===== src/rtl/alu_pkg.sv =====
package alu_pkg;

    // Operation codes; bit 2 doubles as operand invert and carry-in.
    typedef enum logic [2:0] {
        OP_AND = 3'b000,
        OP_OR  = 3'b001,
        OP_ADD = 3'b010,
        OP_SUB = 3'b110,
        OP_SLT = 3'b111
    } alu_op_e;

    // Per-slice output multiplexer select.
    typedef enum logic [1:0] {
        SEL_AND  = 2'b00,
        SEL_OR   = 2'b01,
        SEL_SUM  = 2'b10,
        SEL_LESS = 2'b11
    } slice_sel_e;

    localparam int OP_BITS = 3;

endpackage


===== src/rtl/alu_op_decode.sv =====
module alu_op_decode
    import alu_pkg::*;
(
    input  logic [OP_BITS-1:0] op_in,
    output logic               inv_o,
    output slice_sel_e         sel_o,
    output logic               valid_o,
    output logic               arith_o
);

    always_comb begin
        inv_o   = op_in[2];
        sel_o   = slice_sel_e'(op_in[1:0]);
        valid_o = 1'b0;
        arith_o = 1'b0;
        unique case (op_in)
            OP_AND, OP_OR, OP_SLT: valid_o = 1'b1;
            OP_ADD, OP_SUB: begin
                valid_o = 1'b1;
                arith_o = 1'b1;
            end
            default: valid_o = 1'b0;
        endcase
    end

endmodule


===== src/rtl/alu_bit_slice.sv =====
module alu_bit_slice
    import alu_pkg::*;
(
    input  logic       a_i,
    input  logic       b_i,
    input  logic       inv_i,
    input  logic       cin_i,
    input  logic       less_i,
    input  slice_sel_e sel_i,
    output logic       res_o,
    output logic       sum_o,
    output logic       cout_o
);

    logic b_eff;

    always_comb begin
        b_eff  = b_i ^ inv_i;
        sum_o  = a_i ^ b_eff ^ cin_i;
        cout_o = (a_i & b_eff) | (a_i & cin_i) | (b_eff & cin_i);
        unique case (sel_i)
            SEL_AND:  res_o = a_i & b_eff;
            SEL_OR:   res_o = a_i | b_eff;
            SEL_SUM:  res_o = sum_o;
            SEL_LESS: res_o = less_i;
            default:  res_o = 1'b0;
        endcase
    end

endmodule


===== src/rtl/alu_zero_detect.sv =====
module alu_zero_detect #(
    parameter int WIDTH = 32
) (
    input  logic [WIDTH-1:0] word_i,
    output logic             zero_o
);

    assign zero_o = ~(|word_i);

endmodule


===== src/rtl/bitslice_alu.sv =====
module bitslice_alu
    import alu_pkg::*;
#(
    parameter int WIDTH = 32
) (
    input  logic [WIDTH-1:0]   a_in,
    input  logic [WIDTH-1:0]   b_in,
    input  logic [OP_BITS-1:0] op_in,
    output logic [WIDTH-1:0]   result_o,
    output logic               zero_o,
    output logic               ovf_o
);

    localparam int MSB = WIDTH - 1;

    logic             inv;
    slice_sel_e       sel;
    logic             op_valid;
    logic             op_arith;
    logic [WIDTH-1:0] res_v;
    logic [WIDTH-1:0] sum_v;
    logic             set_bit;
    logic             msb_cin;
    logic             msb_cout;

    alu_op_decode u_dec (
        .op_in  (op_in),
        .inv_o  (inv),
        .sel_o  (sel),
        .valid_o(op_valid),
        .arith_o(op_arith)
    );

    assign set_bit = sum_v[MSB];

    for (genvar gi = 0; gi < WIDTH; gi++) begin : g_sl
        logic cin_w;
        logic cout_w;
        logic less_w;

        if (gi == 0) begin : g_first
            assign cin_w  = inv;
            assign less_w = set_bit;
        end else begin : g_rest
            assign cin_w  = g_sl[gi-1].cout_w;
            assign less_w = 1'b0;
        end

        alu_bit_slice u_slice (
            .a_i   (a_in[gi]),
            .b_i   (b_in[gi]),
            .inv_i (inv),
            .cin_i (cin_w),
            .less_i(less_w),
            .sel_i (sel),
            .res_o (res_v[gi]),
            .sum_o (sum_v[gi]),
            .cout_o(cout_w)
        );
    end

    assign msb_cin  = g_sl[MSB].cin_w;
    assign msb_cout = g_sl[MSB].cout_w;

    assign result_o = op_valid ? res_v : '0;
    assign ovf_o    = op_arith & (msb_cin ^ msb_cout);

    alu_zero_detect #(.WIDTH(WIDTH)) u_zero (
        .word_i(result_o),
        .zero_o(zero_o)
    );

endmodule


===== config.mk =====
export PLATFORM = sky130hd
export DESIGN_NAME = bitslice_alu
export DESIGN_NICKNAME = d
export VERILOG_FILES = /design/src/rtl/alu_pkg.sv /design/src/rtl/alu_op_decode.sv /design/src/rtl/alu_bit_slice.sv /design/src/rtl/alu_zero_detect.sv /design/src/rtl/bitslice_alu.sv
export SDC_FILE = /design/constraint.sdc
export NUM_CORES = 1
export LEC_CHECK = 0
export CAP_MARGIN = 20
export CORE_MARGIN = 2
export CORE_UTILIZATION = 54
export DETAILED_ROUTE_END_ITERATION = 7
export DONT_BUFFER_PORTS = 1
export GPL_TIMING_DRIVEN = 0
export PLACE_DENSITY = 0.81
export SLEW_MARGIN = 0
export SYNTH_ARGS = -nofsm -noshare
export SYNTH_HDL_FRONTEND = slang
export SYNTH_SLANG_ARGS = --single-unit

===== constraint.sdc =====
create_clock -name vclk -period 22
set_input_delay 4.4 -clock vclk [all_inputs]
set_output_delay 4.4 -clock vclk [all_outputs]
set_load 0.05 [all_outputs]

# Word-level counts from Yosys, hierarchy flattened
# Cells that the tools add are included.
# classes
n_eq_ne	7
mux	35
n_bitwise	291
n_reduce_logical	5
# ops
op	count
$pmux W1 S4	32
$and A1 B1 Y1	97
$xor A1 B1 Y1	97
$or A1 B1 Y1	96
$mux W32	1
$reduce_or A32 Y1	1
$eq A3 B3 Y1 const B	2
$reduce_or A5 Y1	1
$eq A2 B2 Y1 const B	2
$eq A3 B1 Y1 const B	1
$eq A3 B2 Y1 const B	1
$logic_not A3 Y1	1
$eq A2 B1 Y1 const B	1
$logic_not A2 Y1	1
$mux W1	2
$reduce_or A2 Y1	1
$not A1 Y1	1
# word_totals
register_bits	0
input_bits	67
out_inout_bits	34

# Longest topological paths before layout
# logic_depth
ltp_word	99
depth_mapped	42

# By module
# Synthesis repeated with hierarchy kept, for this count alone.
# unflattened
hier_cells	407
area_unflattened_um2	3553.4
# by_module_without_submodules
module	n_inst	cells_each	area_per_inst_um2	seq_area_each_um2
alu_bit_slice	32	11	98.8	0.0
bitslice_alu	1	38	274.0	0.0
alu_zero_detect	1	11	72.6	0.0
alu_op_decode	1	6	43.8	0.0

# Worst setup path before layout
# Ideal clock, no wire load.
# synth_timing
kind	in2out
from	in op_in[2]
to	out zero_o
arrival_ns	18.491
setup_slack_ns	-0.891
stages	42
n_path_buf	2
path_cell_list	buf_4 -> buf_1 -> xor2_1 -> inv_1 -> fa_1 -> inv_1 -> fa_1 -> fa_1 -> fa_1 -> fa_1 -> fa_1 -> fa_1 -> fa_1 -> fa_1 -> fa_1 -> fa_1 -> fa_1 -> fa_1 -> [... 6 more ...] -> fa_1 -> fa_1 -> fa_1 -> fa_1 -> fa_1 -> fa_1 -> fa_1 -> fa_1 -> fa_1 -> fa_1 -> fa_1 -> inv_1 -> fa_1 -> inv_1 -> a32oi_1 -> nand4b_1 -> or4_1 -> nor4_2
# synth_between
elab_chain_cells	99
elab_cells_between_ends	326
classes_between	eq/ne: 4; mux: 34; bitwise: 285; reduce/logical: 3
# synth_lines
item	line_no	text
from (decl)	bitslice_alu.sv:8	input logic [OP_BITS-1:0] op_in,
$xor A1 B1 Y1	alu_bit_slice.sv:18	b_eff = b_i ^ inv_i;
$and A1 B1 Y1	alu_bit_slice.sv:20, alu_bit_slice.sv:22	
$or A1 B1 Y1 (2 in a row)	alu_bit_slice.sv:20	cout_o = (a_i & b_eff) | (a_i & cin_i) | (b_eff & cin_i);
$and A1 B1 Y1	alu_bit_slice.sv:20	
$or A1 B1 Y1 (2 in a row)	alu_bit_slice.sv:20	
$and A1 B1 Y1	alu_bit_slice.sv:20	
$or A1 B1 Y1 (2 in a row)	alu_bit_slice.sv:20	
$and A1 B1 Y1	alu_bit_slice.sv:20	
[... 78 more ...]	n/a	
$or A1 B1 Y1 (2 in a row)	alu_bit_slice.sv:20	
$and A1 B1 Y1	alu_bit_slice.sv:20	
$or A1 B1 Y1 (2 in a row)	alu_bit_slice.sv:20	
$xor A1 B1 Y1	alu_bit_slice.sv:19	sum_o = a_i ^ b_eff ^ cin_i;
$pmux W1 S4	alu_bit_slice.sv:21	unique case (sel_i)
$mux W32 *	bitslice_alu.sv:65	assign result_o = op_valid ? res_v : '0;
$reduce_or A32 Y1 *	alu_zero_detect.sv:8	assign zero_o = ~(|word_i);
$not A1 Y1 *	alu_zero_detect.sv:8	
to (decl)	bitslice_alu.sv:10	output logic zero_o,
# Mark *: on every way between the ends. The rest lies on a longest branch, timed or not.

# Final worst setup path
# Same ends and word-level chain as after synthesis.

==> impl_metrics.yaml <==
outcome:
  outcome: "complete, no violations"
sta:
  period_share: 0.986
  period_minus_slack_ns: 21.70
  hold_violations: 0
  max_slew.worst_pin.slew_ns: 0.939
  final.setup.tns_ns: 0
  setup_viol_count_final: 0
  relSlewSlack: 0.370
  drv_slew: 0
  max_freq_ghz: 0.0461
yosys:
  ys.warnings.count: 0
  yosys.area_share.simple: 0.160
  syn_inst: 362
  synth_fa_ha_area_frac: 0.474
  synth_top_family_by_area: "adder cells"
  synth_compound_area_frac: 0.135
  ys_types: 33
  post-synth-top-area-cell: "ha_1"
  yosysTopAreaCellShare: 0.267
  synth_xor_area_frac: 0.0965
  syn_area_mm2: 0.00300
  synth_area_leaders: "ha_1 (27%), fa_1 (21%), xor2_1 (9.6%)"
  synth_mux_area_frac: 0.0100
  avgSynthCellArea_um2: 8.28
  ys_seq_area_frac: 0
  syn_nets: 524
routing:
  first_pass_iters: 4
  viasPerCell: 5.27
  vias: 2320
  drt_iter0_markers: 67
  wl_per_cell_um: 16.3
  ant_nets: 0
  drc: 0
  wl_um: 7160
pwr:
  irDropWorstVdd_mv: 0.0212
  p_leak_nw: 1.70
  total_power_uw: 107
  power.density_mw_per_mm2: 33.0
worst_setup_path:
  critical-path-slowest-cell: "nor4_4"
  max_stage_delay_ns: 0.58
  crit_path_frequent_cell: "fa_2"
  worst-path-max-fanout: 10
  worstSetupStartpointType: "primary input"
  cp-end-kind: "primary output"
  worst_ep_required_time_ns: 17.60
  criticalPathCategory: "in2out"
  critPathArrivalTime_ns: 17.30
grt:
  grt_pass1_wl_um: 11400
  grt.total_usage: 0.233
  grt_max_degree: 11
  antenna_found_initial: 0
  overflow: 0
  grt_pass1_vias: 2416
die:
  die_x_um: 78.5
  dieArea_mm2: 0.00616
  fp.dieH_um: 78.5
  core_mm2: 0.00544
  rows: 27
  io_pins: 101
  start_util: 0.551
finish:
  final_cell_mix: "inv_1 (74), ha_1 (64), xor2_1 (33), fa_2 (29), nand2b_1 (27)"
  num_antenna_cells: 0
  nClkBuffers: 0
  area_delta_synth_final_pct: 7.97
  final_common_cell: "inv_1"
  register_area_um2: 0
  fillCellCount: 463
  seq_cells: 0
  fin_nets: 532
  utilization: 0.595
  final_layout_size_suffix_gt1_frac: 0.152
min_path:
  hp-class: "in2out"
  whs_path_depth: 2
  min_from: "op_in[1]"
  hold_end: "ovf_o"
placed_design:
  dp_hpwl_um: 5870
  gp_congestion: 0.783
  portBuffers: 0
job:
  maxCapViolCount: 0
clocking:
  cts_hold_buffers: 0
## cell type report
type | count | area (um2) | share of cell area
Buffer | 18 | 110 | 0.0340
Inverter | 74 | 278 | 0.0858
Tap cell | 72 | 90.1 | 0.0278
Timing Repair Buffer | 6 | 37.5 | 0.0116
Multi-Input combinational cell | 270 | 2720 | 0.841
## what timing repair did
action	CTS	global route
buffers inserted	0	2
pin swaps	3	5
gates resized for setup	28	3
setup endpoints to repair	4	1
## power breakdown
part / internal (mW) / total [mW] / switching (mW)
clock network: 0 / 0 / 0
logic: 0.0351 / 0.107 / 0.0717
registers: 0 / 0 / 0
total: 0.0351 / 0.107 / 0.0717
## worst max-delay path by stage
stage               startpoint  endpoint  slack (ns)  depth (start not counted)
finish                op_in[2]    zero_o        0.30                         42
global route          op_in[2]    zero_o       -0.01                         42
CTS                   op_in[2]    zero_o        0.03                         42
detailed placement    op_in[2]    zero_o       -1.07                         42
global placement      op_in[2]    zero_o       -0.96                         41
floorplan             op_in[2]    zero_o       0.003                         42
## cells in the mapped netlist, drive strengths merged
| library cell | instances |
|---|---|
| nand4b | 1 |
| nor3b | 1 |
| clkbuf | 4 |
| nor2 | 3 |
| a21oi | 13 |
| o211ai | 1 |
| nor4 | 1 |
| inv | 74 |
| xor2 | 33 |
| nand2b | 27 |
| mux2i | 3 |
| buf | 14 |
| a2111oi | 4 |
| a32oi | 4 |
| nor3 | 1 |
| and2b | 1 |
| a21o | 10 |
| nand4 | 3 |
| ha | 64 |
| o21ai | 6 |
| or2 | 20 |
| or4 | 1 |
| a32o | 11 |
| a2bb2oi | 1 |
| and2 | 4 |
| fa | 31 |
| nand2 | 21 |
| a211oi | 5 |
## critical path, delay by kind of cell
kind / cells / cell delay (ns)
adders and majority gates: 31 / 10.69
and+or+nand+nor: 3 / 1.19
buffers and inverters: 6 / 0.64
xor gates and xnor gates: 1 / 0.18
AOI/OAI and AO/OA: 1 / 0.18
## metal layers
layer,GRT usage,share of wire,up-vias
li1,-,-,1136
met1,0.286,0.39,1097
met2,0.442,0.53,81
met3,0.0437,0.074,6
met4,0.0140,0.0067,0
met5,0,0,-
## per-stage QoR
step | area [um2] | instances | hold WS (ns) | setup WS [ns]
global placement | 3110 | 434 | 9.04 | -0.955
detailed placement | 3130 | 438 | 9.04 | -1.07
global route | 3240 | 440 | 9.05 | -0.0104
finish | 3240 | 440 | 9.05 | 0.303
CTS | 3210 | 438 | 9.04 | 0.0326
floorplan | 3020 | 362 | 9.04 | 0.00298
## cells by family after synthesis
kind of cell               count (synthesis)
xor gates and xnor gates                  33
buffers and inverters                     92
AOI/OAI and AO/OA                         55
adders and majority gates                 95
muxes                                      3
and+or+nand+nor                           84
Note: power is estimated with default switching activity, not from simulation.
